==> src/rtl/dacfe_pkg.sv <==
package dacfe_pkg;
    localparam int unsigned FRAME_W = 16;
    localparam int unsigned CODE_W  = 12;
    localparam int unsigned NUM_CH  = 2;
    // positions of the synchronised control inputs
    localparam int unsigned SY_SCLK  = 0;
    localparam int unsigned SY_FSYNC = 1;
    localparam int unsigned SY_SDATA = 2;
    localparam int unsigned SY_LOAD  = 3;
    localparam int unsigned SY_CLEAR = 4;
    localparam int unsigned SY_W     = 5;
endpackage

==> src/rtl/dacfe_sync.sv <==
module dacfe_sync #(
    parameter int unsigned W       = 5,
    parameter logic [W-1:0] RST_VAL = '0
) (
    input  logic         clk,
    input  logic         rst_n,
    input  logic [W-1:0] async_i,
    output logic [W-1:0] sync_o
);
    typedef struct packed {
        logic [W-1:0] s1;
        logic [W-1:0] s2;
    } sync_st_t;

    sync_st_t st_d, st_q;

    always_comb begin
        st_d    = st_q;
        st_d.s1 = async_i;
        st_d.s2 = st_q.s1;
    end

    always_ff @(posedge clk or negedge rst_n) begin
        if (!rst_n) begin
            st_q <= '{s1: RST_VAL, s2: RST_VAL};
        end else begin
            st_q <= st_d;
        end
    end

    assign sync_o = st_q.s2;
endmodule

==> src/rtl/dacfe_frame_rx.sv <==
module dacfe_frame_rx #(
    parameter int unsigned FRAME_W = 16,
    parameter int unsigned CODE_W  = 12
) (
    input  logic              clk,
    input  logic              rst_n,
    input  logic              sclk_s,
    input  logic              fsync_n_s,
    input  logic              sdata_s,
    output logic              done_o,
    output logic              sel_o,
    output logic [CODE_W-1:0] payload_o
);
    localparam int unsigned CNT_W = $clog2(FRAME_W + 1);
    localparam int unsigned SH_W  = CODE_W + 1;   // select bit plus code; older bits fall off
    localparam logic [CNT_W-1:0] LAST = CNT_W'(FRAME_W - 1);
    localparam logic [CNT_W-1:0] FULL = CNT_W'(FRAME_W);

    typedef struct packed {
        logic [SH_W-1:0]  shreg;
        logic [CNT_W-1:0] cnt;
        logic             sclk_prev;
        logic             done;
    } rx_st_t;

    rx_st_t st_d, st_q;
    logic   sclk_fall;

    always_comb begin
        sclk_fall    = st_q.sclk_prev & ~sclk_s;
        st_d         = st_q;
        st_d.done    = 1'b0;
        st_d.sclk_prev = sclk_s;
        if (fsync_n_s) begin
            st_d.cnt = '0;
        end else if (sclk_fall && (st_q.cnt < FULL)) begin
            st_d.shreg = {st_q.shreg[SH_W-2:0], sdata_s};
            st_d.cnt   = st_q.cnt + 1'b1;
            st_d.done  = (st_q.cnt == LAST);
        end
    end

    always_ff @(posedge clk or negedge rst_n) begin
        if (!rst_n) begin
            st_q <= '{shreg: '0, cnt: '0, sclk_prev: 1'b1, done: 1'b0};
        end else begin
            st_q <= st_d;
        end
    end

    assign done_o    = st_q.done;
    assign sel_o     = st_q.shreg[CODE_W];
    assign payload_o = st_q.shreg[CODE_W-1:0];

    assert_sync_resets_R5: assert property (@(posedge clk) disable iff (!rst_n)
        fsync_n_s |=> (st_q.cnt == '0));
    assert_full_no_done_R8: assert property (@(posedge clk) disable iff (!rst_n)
        (st_q.cnt == FULL) |=> !st_q.done);
    assert_done_after_last_R1: assert property (@(posedge clk) disable iff (!rst_n)
        st_q.done |-> (st_q.cnt == FULL));
endmodule

==> src/rtl/dacfe_chan_regs.sv <==
module dacfe_chan_regs #(
    parameter int unsigned CODE_W = 12,
    parameter int unsigned NUM_CH = 2
) (
    input  logic                          clk,
    input  logic                          rst_n,
    input  logic                          wr_i,
    input  logic                          sel_i,
    input  logic [CODE_W-1:0]             payload_i,
    input  logic                          load_n_s,
    input  logic                          clear_n_s,
    output logic [NUM_CH-1:0][CODE_W-1:0] latch_o
);
    typedef struct packed {
        logic [NUM_CH-1:0][CODE_W-1:0] inr;
        logic [NUM_CH-1:0][CODE_W-1:0] lat;
        logic                          load_prev;
    } ch_st_t;

    ch_st_t st_d, st_q;
    logic   load_fall;

    always_comb begin
        load_fall      = st_q.load_prev & ~load_n_s;
        st_d           = st_q;
        st_d.load_prev = load_n_s;
        if (!clear_n_s) begin
            st_d.inr = '0;
            st_d.lat = '0;
        end else begin
            if (wr_i) begin
                st_d.inr[sel_i] = payload_i;
            end
            if (load_fall || (wr_i && !load_n_s)) begin
                st_d.lat = st_d.inr;
            end
        end
    end

    always_ff @(posedge clk or negedge rst_n) begin
        if (!rst_n) begin
            st_q <= '{inr: '0, lat: '0, load_prev: 1'b1};
        end else begin
            st_q <= st_d;
        end
    end

    assign latch_o = st_q.lat;

    assert_clear_zero_R6: assert property (@(posedge clk) disable iff (!rst_n)
        !clear_n_s |=> ((st_q.inr == '0) && (st_q.lat == '0)));
    assert_hold_when_high_R2: assert property (@(posedge clk) disable iff (!rst_n)
        (clear_n_s && load_n_s) |=> $stable(st_q.lat));
    assert_load_edge_copies_R3: assert property (@(posedge clk) disable iff (!rst_n)
        (load_fall && clear_n_s && !wr_i) |=> (st_q.lat == $past(st_q.inr)));
    assert_auto_update_a_R4: assert property (@(posedge clk) disable iff (!rst_n)
        (wr_i && !sel_i && !load_n_s && clear_n_s) |=> (st_q.lat[0] == $past(payload_i)));
    assert_auto_update_b_R4: assert property (@(posedge clk) disable iff (!rst_n)
        (wr_i && sel_i && !load_n_s && clear_n_s) |=> (st_q.lat[1] == $past(payload_i)));
endmodule

==> src/rtl/dual_dac_serial_front.sv <==
module dual_dac_serial_front
    import dacfe_pkg::*;
(
    input  logic              clk,
    input  logic              rst_n,
    input  logic              sclk_i,
    input  logic              fsync_n_i,
    input  logic              sdata_i,
    input  logic              load_n_i,
    input  logic              clear_n_i,
    input  logic              twos_fmt_i,
    output logic [CODE_W-1:0] code_a_o,
    output logic [CODE_W-1:0] code_b_o
);
    localparam logic [SY_W-1:0] SY_IDLE = SY_W'(5'b11011);
    localparam logic [CODE_W-1:0] MSB_MASK = {1'b1, {(CODE_W-1){1'b0}}};

    logic [SY_W-1:0]               raw_in;
    logic [SY_W-1:0]               syn;
    logic                          wr;
    logic                          sel;
    logic [CODE_W-1:0]             payload;
    logic [NUM_CH-1:0][CODE_W-1:0] latches;
    logic [NUM_CH-1:0][CODE_W-1:0] codes;

    always_comb begin
        raw_in           = '0;
        raw_in[SY_SCLK]  = sclk_i;
        raw_in[SY_FSYNC] = fsync_n_i;
        raw_in[SY_SDATA] = sdata_i;
        raw_in[SY_LOAD]  = load_n_i;
        raw_in[SY_CLEAR] = clear_n_i;
    end

    dacfe_sync #(.W(SY_W), .RST_VAL(SY_IDLE)) i_sync (
        .clk     (clk),
        .rst_n   (rst_n),
        .async_i (raw_in),
        .sync_o  (syn)
    );

    dacfe_frame_rx #(.FRAME_W(FRAME_W), .CODE_W(CODE_W)) i_rx (
        .clk       (clk),
        .rst_n     (rst_n),
        .sclk_s    (syn[SY_SCLK]),
        .fsync_n_s (syn[SY_FSYNC]),
        .sdata_s   (syn[SY_SDATA]),
        .done_o    (wr),
        .sel_o     (sel),
        .payload_o (payload)
    );

    dacfe_chan_regs #(.CODE_W(CODE_W), .NUM_CH(NUM_CH)) i_regs (
        .clk       (clk),
        .rst_n     (rst_n),
        .wr_i      (wr),
        .sel_i     (sel),
        .payload_i (payload),
        .load_n_s  (syn[SY_LOAD]),
        .clear_n_s (syn[SY_CLEAR]),
        .latch_o   (latches)
    );

    for (genvar ch = 0; ch < NUM_CH; ch++) begin : g_fmt
        assign codes[ch] = twos_fmt_i ? (latches[ch] ^ MSB_MASK) : latches[ch];
    end

    assign code_a_o = codes[0];
    assign code_b_o = codes[1];

    assert_fmt_low_passes_R7: assert property (@(posedge clk) disable iff (!rst_n)
        (!twos_fmt_i && !syn[SY_CLEAR]) |=> (twos_fmt_i || (code_a_o == '0 && code_b_o == '0)));
    assert_fmt_high_mid_R7: assert property (@(posedge clk) disable iff (!rst_n)
        (twos_fmt_i && !syn[SY_CLEAR]) |=> (!twos_fmt_i || (code_a_o == MSB_MASK && code_b_o == MSB_MASK)));
endmodule

==> config.mk <==
export PLATFORM = sky130hd
export DESIGN_NAME = dual_dac_serial_front
export DESIGN_NICKNAME = d
export VERILOG_FILES = /design/src/rtl/dacfe_pkg.sv /design/src/rtl/dacfe_sync.sv /design/src/rtl/dacfe_frame_rx.sv /design/src/rtl/dacfe_chan_regs.sv /design/src/rtl/dual_dac_serial_front.sv
export SDC_FILE = /design/constraint.sdc
export NUM_CORES = 1
export LEC_CHECK = 0
export BUFFER_PORTS_ARGS = -buffer_cell sky130_fd_sc_hd__buf_2
export CAP_MARGIN = 10
export CORE_ASPECT_RATIO = 0.8
export CORE_MARGIN = 2
export CORE_UTILIZATION = 45
export DETAILED_ROUTE_END_ITERATION = 7
export GPL_ROUTABILITY_DRIVEN = 1
export GPL_TIMING_DRIVEN = 0
export HOLD_SLACK_MARGIN = 0.08
export SYNTH_ARGS = -nofsm -noshare
export SYNTH_HDL_FRONTEND = slang
export SYNTH_HIERARCHICAL = 1
export SYNTH_SLANG_ARGS = --single-unit
==> constraint.sdc <==
create_clock -name clk -period 3.55 [get_ports clk]
set_clock_uncertainty 0.05 [all_clocks]
set_input_delay 0.355 -clock clk [delete_from_list [all_inputs] [get_ports clk]]
set_output_delay 0.355 -clock clk [all_outputs]
set_load 0.03 [all_outputs]
# Word-level counts from Yosys, hierarchy flattened
# Index checks and enable logic that the tools add are counted.
# totals
input_bits,8
rom_bits,0
mem_count,0
output_inout_bits,24
reg_bits,79
latch_bits,0
mem_bits_rw,0
elab_cells,43
# op_classes
n_reduce_logical,7
n_addsub,1
shift,0
n_bitwise,7
n_eq_ne,2
n_mul,0
n_div,0
muxes,12
magnitude_cmp,3
# ops
cell,n
24-bit two-way mux,2
48-bit two-way mux,1
12-bit two-way mux,3
24-bit bitwise mux,1
12-bit demux with 1-bit select,1
5-bit two-way mux,2
5-bit by 1-bit adder with 5-bit output (second input constant),1
5-bit by 4-bit == test with 1-bit output (second input constant),1
5-bit < comparator (second input constant),1
1-bit inverter,5
1-bit logical AND,3
1-bit AND,2
1-bit by 2-bit < comparator with 1-bit output (second input constant),1
1-bit two-way mux,2
2-bit by 1-bit != test with 1-bit output (second input constant),1
2-bit AND reduction,1
2-bit nonzero test,1
1-bit >= comparator (second input constant),1
1-bit zero test,1
1-bit logical OR,1

# Longest topological paths before layout
# Gate-level depths: netlist of run 1.
# logic_depth
word_depth,8
ltp_mapped,5

# Hierarchy
# The synthesis of run 1 kept the hierarchy.
# by_module_without_submodules
mod,area_each_um2,instances,cells_each
dacfe_chan_regs,2135.8,1,184
dacfe_frame_rx,964.7,1,67
dacfe_sync,260.2,1,10
dual_dac_serial_front,17.5,1,2

# Worst setup path before layout of run 1
# No wires, ideal clock.
# synth_path
path_kind,register -> register
start,register i_rx/st_q[2] (netlist bit)
end,register i_rx/st_q[6] (netlist bit)
t_arrival_ns,1.560
path_stages_with_launch,6
synth_period_minus_slack_ns,1.688
slack_ns,1.862
t_required_ns,3.423
n_path_buf,0
cell_sequence,dfrtp_1 -> ha_1 -> and3_1 -> ha_1 -> or3b_2 -> a21oi_1
# synth_between
elab_chain_cells,3
# synth_rtl
element,line,rtl
from (decl),dacfe_frame_rx.sv:26,"rx_st_t st_d, st_q;"
from (signal assigned),dacfe_frame_rx.sv:45,"st_q <= '{shreg: '0, cnt: '0, sclk_prev: 1'b1, done: 1'b0};"
from (signal assigned),dacfe_frame_rx.sv:47,st_q <= st_d;
5-bit by 1-bit adder with 5-bit output or 5-bit < comparator (tied branches),"dacfe_frame_rx.sv:38, dacfe_frame_rx.sv:36",
5-bit two-way mux or 1-bit logical AND (tied branches),dacfe_frame_rx.sv:36,end else if (sclk_fall && (st_q.cnt < FULL)) begin
5-bit two-way mux or 2-bit nonzero test (tied branches),-,
# Several ways; a longest one is shown, not always the timed one. The select of a mux whose other input is x is not followed.
# A chain may end at the register's enable or synchronous reset.

# Final worst setup path of run 1
# Ends and elaborated chain as after synthesis.

==> impl_metrics.json, run 1 <==
{
  "power_density_mw_per_mm2": 499,
  "cts_tree": "done",
  "synth-main-ff-cell": "sky130_fd_sc_hd__dfrtp_1",
  "clkLatencyLatePin_ps": 350,
  "grt.total_usage": 0.160,
  "worst-slew-pin-transition_ps": 533,
  "synthesis.area_per_instance_sq_um": 12.8,
  "synth_area_leader_cell": "sky130_fd_sc_hd__dfrtp_1",
  "dieHeight_um": 81.5,
  "clock.fmax_ghz": 0.562,
  "switching_share": 0.243,
  "grt_start_max_net_pins": 69,
  "synth.top_cells.by_count": "69 x sky130_fd_sc_hd__dfrtp_1, 37 x sky130_fd_sc_hd__buf_4, 25 x sky130_fd_sc_hd__a21oi_1, 25 x sky130_fd_sc_hd__mux2i_1, 25 x sky130_fd_sc_hd__nor2b_1",
  "rsz0062_at_grt": "no",
  "hold_class": "reg2reg",
  "iteration_0_drc_markers": 77,
  "async_flop_share": 1.00,
  "p_leak_nw": 2.06,
  "cts_setup_buffers": 0,
  "vdd_drop_max_v": 0.000268,
  "critPathRequiredTime_ps": 3770,
  "worst_r2r_endpoint": "i_rx/st_q[6]",
  "grt_antenna_before_repair": 0,
  "timing.final.hold_violations": 0,
  "synthesis.yosys.warnings": 6,
  "global_route_wire_length_before_repair_um": 9690,
  "clockPowerShare": 0.339,
  "critical_path_fanouts_max": 3,
  "layout-area-overhead-vs-synth_pct": 16.6,
  "placed_area_sq_mm": 0.00368,
  "internal_power_w": 0.00149,
  "yosys_top_cell_area_share": 0.511,
  "period_minus_slack_ps": 1780,
  "dieWidth_um": 101,
  "yosysMostFrequentCell": "sky130_fd_sc_hd__dfrtp_1",
  "leading_cell_types_by_total_area_after_synthesis": "sky130_fd_sc_hd__dfrtp_1 51%, sky130_fd_sc_hd__buf_4 8.2%, sky130_fd_sc_hd__dfstp_2 7.8%, sky130_fd_sc_hd__mux2i_1 7.4%, sky130_fd_sc_hd__nor2b_1 4.6%",
  "core_sq_mm": 0.00732,
  "cts_buffers": 9,
  "hold_critical_path_endpoint": "i_sync/sync_o[2]",
  "portion_of_total_power_attributed_to_combinational_logic": 0.145,
  "synthesized_nets": 273,
  "post_synth_num_cell_types": 29,
  "grt_pass1_vias": 1950,
  "min_delay_path_depth": 0,
  "h-tree-depth": 3,
  "combined_area_of_all_synthesized_cells_sq_mm": 0.00338,
  "r2r_setup_slack_ps": 1770,
  "nNetsFinal": 322,
  "route.final.wire_length_um": 6030,
  "cts.sinks": 79,
  "worst_setup_path_start_kind": "flip-flop",
  "p_sw_w": 0.000479,
  "cts.clk_slew.worst_paths_ps": 80,
  "setup_tns_ps": 0,
  "cap_violations": 0,
  "grt-ovfl-total": 0,
  "ant_nets": 0,
  "maxSlewHeadroom": 0.644,
  "setup_violations": 0,
  "share_of_layout_cells_above_drive_strength_1": 0.382,
  "drt-vias-per-instance": 4.84,
  "reg2reg_depth": 5,
  "post_layout_total_power_w": 0.00197,
  "cts_resized": 0,
  "max-clock-path-buffers": 2,
  "n_antenna_cell": 0,
  "fin_area_sq_mm": 0.00394,
  "worst-endpoint-arrival_ps": 2000,
  "start_util": 0.461,
  "floorplan.io_pins": 32,
  "dieArea_sq_mm": 0.00822,
  "gp_congestion": 0.732,
  "seq_area_frac_synth": 0.589,
  "drt-wirelength-per-cell_um": 14.8,
  "path_class": "reg2reg",
  "drcViolationCount": 0,
  "dr_total_vias": 1970,
  "final_min_period_over_clock_period": 0.501,
  "power.sequential.fraction": 0.516,
  "end_kind": "flip-flop",
  "synth_seq_cells": 79,
  "cts.root.buffer_cell": "sky130_fd_sc_hd__clkbuf_8",
  "hp-start": "i_sync/st_d[2]",
  "critical_path.reg2reg.startpoint": "i_rx/st_q[2]",
  "detail_route.first_pass.iterations": 4,
  "maxSlewViolCount": 0,
  "port_buffers": 31,
  "ctsHoldBuffers": 6,
  "layout.filler_cells": 626,
  "rows": 28,
  "synth_cells": 263,
  "run_status": "complete, no violations",
  "hpwlAfterDp_um": 3990,
  "number_of_flops_mapped_to_enable_cells_by_yosys": 0
}
-- power by group through the flow --
stage          Clock, W  Combinational (W)  Sequential (W)
6_report       0.000666           0.000286         0.00101
5_1_grt        0.000729           0.000310         0.00102
4_1_cts        0.000694           0.000290         0.00102
3_5_place_dp          0           0.000284         0.00103
3_3_place_gp          0           0.000278         0.00103
2_1_floorplan         0           0.000214         0.00102
-- cell type report --
class	count	area, sq um	share of cell area
clock buffer	13	159	0.0404
timing repair buffer	38	245	0.0623
buffer	50	377	0.0956
multi-input combinational	133	1010	0.256
sequential	79	1990	0.505
tap	90	113	0.0286
clock inverter	3	42.5	0.0108
inverter	1	3.75	0.000953
-- worst max-delay path: stages (launching register included) --
cell                      delay, ps
sky130_fd_sc_hd__dfrtp_1        420
sky130_fd_sc_hd__ha_1           220
sky130_fd_sc_hd__and3_1         180
sky130_fd_sc_hd__ha_1           260
sky130_fd_sc_hd__or3b_2         430
sky130_fd_sc_hd__a21oi_1        140
-- flip-flops by register name (all words and copies together) (netlist names) --
| signal | flops |
|---|---|
| i_regs/st_q | 25 |
| i_regs/latch_o | 24 |
| i_rx/payload_o | 12 |
| i_rx/st_q | 6 |
| i_sync/st_d | 5 |
| i_sync/sync_o | 5 |
| i_rx/done_o | 1 |
| i_rx/sel_o | 1 |
-- placed cells by master, fill, tap and decap left out, types with 2 or more instances in the layout --
| master | n |
|---|---|
| sky130_fd_sc_hd__a21oi_1 | 25 |
| sky130_fd_sc_hd__buf_2 | 33 |
| sky130_fd_sc_hd__buf_4 | 38 |
| sky130_fd_sc_hd__buf_6 | 4 |
| sky130_fd_sc_hd__clkbuf_1 | 7 |
| sky130_fd_sc_hd__clkbuf_8 | 11 |
| sky130_fd_sc_hd__dfrtp_1 | 69 |
| sky130_fd_sc_hd__dfstp_2 | 10 |
| sky130_fd_sc_hd__dlygate4sd3_1 | 6 |
| sky130_fd_sc_hd__ha_1 | 2 |
| sky130_fd_sc_hd__mux2_2 | 5 |
| sky130_fd_sc_hd__mux2_4 | 9 |
| sky130_fd_sc_hd__mux2i_1 | 25 |
| sky130_fd_sc_hd__nor2_1 | 4 |
| sky130_fd_sc_hd__nor2b_1 | 25 |
| sky130_fd_sc_hd__o21ai_0 | 23 |
| sky130_fd_sc_hd__xnor2_1 | 2 |
| sky130_fd_sc_hd__xor2_1 | 2 |
-- cells by family (layout without fill, tap and decap cells) --
logic type | Yosys count | after routing | synth area share
xor gates and xnor gates | 4 | 4 | 0.0104
adders and majority gates | 2 | 2 | 0.00741
buffers and inverters | 51 | 105 | 0.113
muxes | 39 | 39 | 0.131
and+or+nand+nor | 38 | 38 | 0.0744
DFF | 79 | 79 | 0.589
AOI/OAI and AO/OA | 50 | 50 | 0.0756
-- metal layers --
layer	GRT usage	vias to the layer above	part of all wire
li1	-	954	-
met1	0.223	969	0.49
met2	0.241	42	0.46
met3	0.0562	5	0.049
met4	0.0370	0	0.0041
met5	0	-	0
-- worst max path at each step --
stage                      start                 end  slack (ps)  cells after the start
floorplan           i_rx/st_q[2]        i_rx/st_q[6]        1860                      5
global placement           rst_n  i_regs/latch_o[16]        1470                      1
detailed placement  i_rx/st_q[2]        i_rx/st_q[6]        1800                      5
CTS                 i_rx/st_q[2]        i_rx/st_q[6]        1770                      5
global route        i_rx/st_q[2]        i_rx/st_q[6]        1700                      5
finish              i_rx/st_q[2]        i_rx/st_q[6]        1770                      5
-- through the flow --
step	setup WS [ps]	hold slack, ps	utilization	std cells
detailed placement	1800	167	0.502	385
global placement	1470	287	0.498	384
CTS	1770	300	0.538	407
floorplan	1860	9.41	-	263
global route	1700	310	0.538	407
finish	1770	299	0.538	407
No activity file was read; power rests on OpenSTA's default activity.
==> inputs of run 2 (changes only) <==
Settings changed: ABC_AREA set to 1, PLACE_DENSITY set to 0.65.
Clock period 3.55 ns to 1.5 ns, I/O delays scaled along.
==> run 2 against run 1 <==
  * Non-clock buffer count rose by 5
  * Global-route usage is 1.5 points higher
  * Cell count rose by 38%
  * Combinational power up 24%
  * Power increased by 130%
  * Largest power group unchanged
==> impl_metrics.json, run 2 <==
{
  "run_status": "complete, no violations",
  "core_sq_mm": 0.00791,
  "rows": 29,
  "power_density_mw_per_mm2": 1060,
  "maxSlewHeadroom": 0.716,
  "async_flop_share": 1.00,
  "dp_cells": 540,
  "synth_cells": 400,
  "hold_class": "in2async",
  "layout.filler_cells": 758,
  "drt-wirelength-per-cell_um": 12.0,
  "nNetsFinal": 459,
  "floorplan.io_pins": 32,
  "clock.fmax_ghz": 0.712,
  "number_of_flops_mapped_to_enable_cells_by_yosys": 0,
  "n_antenna_cell": 0,
  "iteration_0_drc_markers": 162,
  "hpwlAfterDp_um": 4670,
  "synth_area_leader_cell": "sky130_fd_sc_hd__dfrtp_1",
  "start_util": 0.462,
  "detail_route.first_pass.iterations": 4,
  "dieWidth_um": 105,
  "layout-area-overhead-vs-synth_pct": 17.4,
  "synth.top_cells.by_count": "114 x sky130_fd_sc_hd__nand2_1, 69 x sky130_fd_sc_hd__dfrtp_1, 45 x sky130_fd_sc_hd__inv_1, 39 x sky130_fd_sc_hd__buf_4, 26 x sky130_fd_sc_hd__nand3_1",
  "post_synth_num_cell_types": 24,
  "max-clock-path-buffers": 2,
  "share_of_layout_cells_above_drive_strength_1": 0.256,
  "clkLatencyLatePin_ps": 350,
  "worst-endpoint-arrival_ps": 1600,
  "worst_setup_path_start_kind": "flip-flop",
  "synth-main-ff-cell": "sky130_fd_sc_hd__dfrtp_1",
  "gp_congestion": 0.921,
  "grt_pass1_vias": 2500,
  "worst_hold_slack_ps": 119,
  "path_class": "reg2reg",
  "synthesis.yosys.warnings": 6,
  "register_containing_the_most_flip_flops_in_the_final_layout": "i_regs/st_q",
  "ant_nets": 0,
  "vdd_drop_max_v": 0.000647,
  "grt_start_max_net_pins": 69,
  "leading_cell_types_by_total_area_after_synthesis": "sky130_fd_sc_hd__dfrtp_1 47%, sky130_fd_sc_hd__nand2_1 12%, sky130_fd_sc_hd__buf_4 8.0%, sky130_fd_sc_hd__dfstp_2 7.2%, sky130_fd_sc_hd__inv_1 4.6%",
  "rsz0062_at_grt": "no",
  "critical_path_fanouts_max": 3,
  "timing.final.hold_violations": 0,
  "post_layout_nonfiller_instances": 562,
  "yosysMostFrequentCell": "sky130_fd_sc_hd__nand2_1",
  "drcViolationCount": 0,
  "most_common_cell_after_layout_fill_and_taps_aside": "sky130_fd_sc_hd__nand2_1",
  "period_minus_slack_ps": 1400,
  "grt-ovfl-total": 0,
  "global_route_wire_length_before_repair_um": 12100,
  "seq_area_frac_synth": 0.544,
  "largest_register_ffs": 25,
  "route.final.wire_length_um": 6750,
  "p_leak_nw": 2.45,
  "placed_area_sq_mm": 0.00398,
  "dieArea_sq_mm": 0.00886,
  "drt-vias-per-instance": 4.64,
  "layout_common_cells": "114 x sky130_fd_sc_hd__nand2_1, 69 x sky130_fd_sc_hd__dfrtp_1, 45 x sky130_fd_sc_hd__inv_1",
  "cts_buffers": 9,
  "cts_tree": "done",
  "dieHeight_um": 84.6,
  "final_min_period_over_clock_period": 0.936,
  "end_kind": "flip-flop",
  "dr_total_vias": 2606,
  "final_util": 0.542,
  "grt.total_usage": 0.174,
  "synth_seq_cells": 79,
  "cap_violations": 0,
  "worst-slew-pin-transition_ps": 426,
  "combined_area_of_all_synthesized_cells_sq_mm": 0.00365,
  "critPathRequiredTime_ps": 1690,
  "cts.sinks": 79,
  "grt_antenna_before_repair": 0,
  "fin_area_sq_mm": 0.00429,
  "synthesis.area_per_instance_sq_um": 9.14,
  "maxSlewViolCount": 0,
  "h-tree-depth": 3,
  "port_buffers": 31,
  "cts.clk_slew.worst_paths_ps": 80,
  "setup_violations": 0,
  "synthesized_nets": 410,
  "yosys_top_cell_area_share": 0.472,
  "cts.root.buffer_cell": "sky130_fd_sc_hd__clkbuf_8"
}
[run 2: changes by cell type after synthesis, sizes merged, moves of 9 or more]
cell / before / now
a21oi: 25 / 1
mux2i: 25 / 0
mux2: 14 / 0
nor2b: 25 / 0
inv: 1 / 46
o21ai: 24 / 15
nand3: 0 / 27
nand2: 1 / 115
and3: 1 / 25
nand4: 1 / 24
[run 2: where the power goes]
| group | switching (W) | total, W | internal [W] | leakage, nW |
|---|---|---|---|---|
| Combinational | 0.000205 | 0.000355 | 0.000149 | 1.27 |
| Clock | 0.000734 | 0.00193 | 0.00120 | 0.124 |
| Sequential | 0.0000547 | 0.00227 | 0.00221 | 1.06 |
[run 2: area by class of cell]
| class | count | area, sq um | share of cell area |
|---|---|---|---|
| Inverter | 46 | 173 | 0.0402 |
| Clock buffer | 13 | 159 | 0.0370 |
| Timing Repair Buffer | 38 | 248 | 0.0577 |
| Clock inverter | 3 | 90.1 | 0.0210 |
| Sequential cell | 79 | 1990 | 0.464 |
| Buffer | 55 | 394 | 0.0919 |
| Multi-Input combinational cell | 220 | 1100 | 0.257 |
| Tap cell | 108 | 135 | 0.0315 |
[run 2: metrics by stage]
stage                     total power (W)  setup slack (ps)  TNS (ps)
after detailed placement          0.00265             -3.01     -3.01
after CTS                         0.00462              1.84         0
after global placement            0.00264              -337    -22750
after floorplan                   0.00252               132         0
final                             0.00455              95.3         0
after global routing              0.00476              1.85         0
[run 2: final timing paths]
check / start / endpoint / slack, ps / cells after the start
setup / recovery: i_rx/st_q[2] / i_rx/st_q[6] / 100 / 5
hold / removal: rst_n / i_regs/latch_o[13] / 120 / 2
setup reg to reg: i_rx/st_q[2] / i_rx/st_q[6] / 100 / 5
hold reg to reg: i_sync/st_d[2] / i_sync/sync_o[2] / 300 / 0
max in group asynchronous: rst_n / i_rx/st_q[1] / 660 / 3
min in group clk: i_sync/st_d[2] / i_sync/sync_o[2] / 300 / 0
[run 2: layer usage]
metal,track usage,routed length [um],up-vias,share of wire
met5,0,0,-,0
met4,0.0655,112,0,0.017
met3,0.0489,253,9,0.037
met2,0.247,2980,44,0.44
met1,0.255,3410,1226,0.50
li1,-,-,1327,-
[run 2: what timing repair did]
item / CTS / global route
resized for setup: 0 / 4
endpoints found under the hold margin: 74 / 0
buffers inserted: 0 / 0
endpoints found under the setup margin: 0 / 22
hold buffers: 6 / 0
[run 2: worst max-delay path, cell delays in order (launching register included)]
cell,delay [ps]
sky130_fd_sc_hd__dfrtp_1,400
sky130_fd_sc_hd__ha_2,210
sky130_fd_sc_hd__and3_1,180
sky130_fd_sc_hd__ha_1,260
sky130_fd_sc_hd__nor2_1,40
sky130_fd_sc_hd__o21a_1,150
[run 2: cell families after synthesis]
logic type	after synthesis	synth area share
AOI/OAI and AO/OA	17	0.0240
xor gates and xnor gates	1	0.00240
adders and majority gates	2	0.00685
buffers and inverters	101	0.155
DFF	79	0.544
and+or+nand+nor	200	0.268
==> inputs of run 3 (changes only) <==
Settings changed: CORE_MARGIN 2 to not set, GPL_TIMING_DRIVEN 0 to not set.
==> run 3 against run 2 <==
  * Global-route usage decreased by 0.52 points
  * Non-clock buffer count down 47
  * Sequential share of layout area rose by 4.3 points
  * Combinational power is 26% lower
  * Power down 7.4%
  * Die area down 4.2%
  * Cell area down 8.5%
  * Wire length fell by 6.1%
  * Via count fell by 7.9%
  * Clock power down 13%
  * Register-to-register slack worse by 20 ps
  * Highest routed layer unchanged
==> impl_metrics.json, run 3 (synthesized netlist as in run 2, its figures left out) <==
{
  "cts.sinks": 79,
  "h-tree-depth": 3,
  "dr_total_vias": 2400,
  "grt_antenna_before_repair": 0,
  "grt-ovfl-total": 0,
  "largest_register_ffs": 25,
  "power.sequential.fraction": 0.538,
  "critical_path_fanouts_max": 3,
  "drt-vias-per-instance": 4.67,
  "ant_nets": 0,
  "vdd_drop_max_v": 0.000572,
  "run_status": "complete, no violations",
  "worst_r2r_endpoint": "i_rx/st_q[6]",
  "cts_tree": "done",
  "p_leak_nw": 2.21,
  "path_depth": 5,
  "dieWidth_um": 103,
  "hpwlAfterDp_um": 4230,
  "slowest_delay_ps": 400,
  "core_sq_mm": 0.00791,
  "worst_setup_path_start_kind": "flip-flop",
  "clock.fmax_ghz": 0.701,
  "r2r_setup_slack_ps": 70,
  "clockPowerShare": 0.399,
  "setup.worst_path.start": "i_rx/st_q[2]",
  "timing.final.hold_violations": 0,
  "start_util": 0.462,
  "path_delay_family": "adder cells",
  "crit_path_top_delay_cell": "sky130_fd_sc_hd__dfrtp_1",
  "end_kind": "flip-flop",
  "setup_violations": 0,
  "critPathRequiredTime_ps": 1680,
  "floorplan.io_pins": 32,
  "cp-endpoint": "i_rx/st_q[6]",
  "critical-path-top-cell-by-count": "sky130_fd_sc_hd__ha_1",
  "layout-area-overhead-vs-synth_pct": 7.36,
  "nNetsFinal": 412,
  "path_class": "reg2reg",
  "dieArea_sq_mm": 0.00849,
  "period_minus_slack_ps": 1430,
  "switching_share": 0.227,
  "clkLatencyLatePin_ps": 350,
  "drcViolationCount": 0,
  "place_ws_ps": 82.9,
  "cts.clk_slew.worst_paths_ps": 80,
  "worst-slew-pin-transition_ps": 427,
  "maxSlewHeadroom": 0.716,
  "layout.filler_cells": 776,
  "detail_route.first_pass.iterations": 4,
  "gr-max-usage-layer": "met2",
  "grt.met2_usage": 0.265,
  "timing.critical_path.buf_inv": 0,
  "reg2reg_depth": 5,
  "grt_pass1_vias": 2352,
  "final_min_period_over_clock_period": 0.950,
  "setup_tns_ps": 0,
  "global_route_wire_length_before_repair_um": 10800,
  "cts_buffers": 9,
  "layout_common_cells": "112 x sky130_fd_sc_hd__nand2_1, 69 x sky130_fd_sc_hd__dfrtp_1, 45 x sky130_fd_sc_hd__inv_1",
  "grt.total_usage": 0.169,
  "register_containing_the_most_flip_flops_in_the_final_layout": "i_regs/st_q",
  "grt_util_met1": 0.221,
  "maxSlewViolCount": 0,
  "n_antenna_cell": 0,
  "worstPathCellList": "ha_1 -> and3_1 -> ha_1 -> nor2_1 -> o21a_1",
  "drt-wirelength-per-cell_um": 12.3,
  "gp_congestion": 0.758,
  "rsz0062_at_grt": "no",
  "p_sw_w": 0.000957,
  "cap_violations": 0,
  "iteration_0_drc_markers": 82,
  "worst_hold_slack_ps": 231,
  "critical_path.reg2reg.startpoint": "i_rx/st_q[2]",
  "most_common_cell_after_layout_fill_and_taps_aside": "sky130_fd_sc_hd__nand2_1",
  "global_route.usage.met3": 0.0505,
  "dieHeight_um": 82.6,
  "grt_start_max_net_pins": 49,
  "power_density_mw_per_mm2": 1070,
  "cts_setup_buffers": 0,
  "max-clock-path-buffers": 2,
  "portion_of_total_power_attributed_to_combinational_logic": 0.062,
  "port_buffers": 31,
  "hold_class": "in2async",
  "cts.root.buffer_cell": "sky130_fd_sc_hd__clkbuf_8",
  "share_of_layout_cells_above_drive_strength_1": 0.180,
  "rows": 29,
  "internal_power_w": 0.00326,
  "route.final.wire_length_um": 6340,
  "setup_ws_ps": 74.4,
  "worst-endpoint-arrival_ps": 1610
}
-- run 3: cell types whose count changed in the layout (fill, tap and decap cells not counted), sizes merged --
cell | previous run | this run
buf | 81 | 40
bufinv | 3 | 2
clkbuf | 19 | 11
clkinv | 0 | 2
-- run 3: metal layers --
layer / routed length (um) / up-vias
met5: 0 / -
met4: 85 / 0
met3: 238 / 7
met2: 2830 / 52
met1: 3180 / 1105
li1: - / 1236
-- run 3: final cells by class --
type                       instances  area (sq um)  area share
inverter                          46           173      0.0440
tap                              108           135      0.0344
clock inverter                     4          70.1      0.0179
timing repair buffer              46           310      0.0791
clock buffer                      11           141      0.0360
multi-input combinational        220          1100       0.282
sequential                        79          1990       0.507
-- run 3: through the flow --
stage | instance area, sq um | utilization | power (W) | std cells
3_3_place_gp | 3650 | 0.461 | 0.00256 | 493
2_1_floorplan | 3650 | - | 0.00252 | 400
4_1_cts | 3920 | 0.495 | 0.00428 | 514
3_5_place_dp | 3650 | 0.461 | 0.00257 | 493
6_report | 3920 | 0.496 | 0.00422 | 514
5_1_grt | 3920 | 0.496 | 0.00440 | 514
-- run 3: power by group through the flow --
stage | Clock [W] | Combinational [W] | Sequential, W
2_1_floorplan | 0 | 0.000226 | 0.00229
3_5_place_dp | 0 | 0.000256 | 0.00231
5_1_grt | 0.00182 | 0.000300 | 0.00228
4_1_cts | 0.00175 | 0.000269 | 0.00227
3_3_place_gp | 0 | 0.000250 | 0.00231
6_report | 0.00168 | 0.000262 | 0.00227
-- run 3: timing repair --
action / CTS / global route
resized for setup: 0 / 2
setup endpoints to repair: 0 / 8
hold buffers: 6 / 0
hold endpoints to repair: 64 / 0
-- run 3: worst min path at each step --
stage | to | slack, ps | cells after the start | startpoint
after CTS | i_regs/latch_o[15] | 230 | 2 | rst_n
after global routing | i_regs/st_q[34] | 270 | 2 | rst_n
after floorplan | i_regs/latch_o[0] | -200 | 0 | rst_n
after global placement | i_regs/st_q[38] | 60 | 1 | rst_n
final | i_regs/latch_o[15] | 230 | 2 | rst_n
after detailed placement | i_regs/st_q[38] | 70 | 1 | rst_n
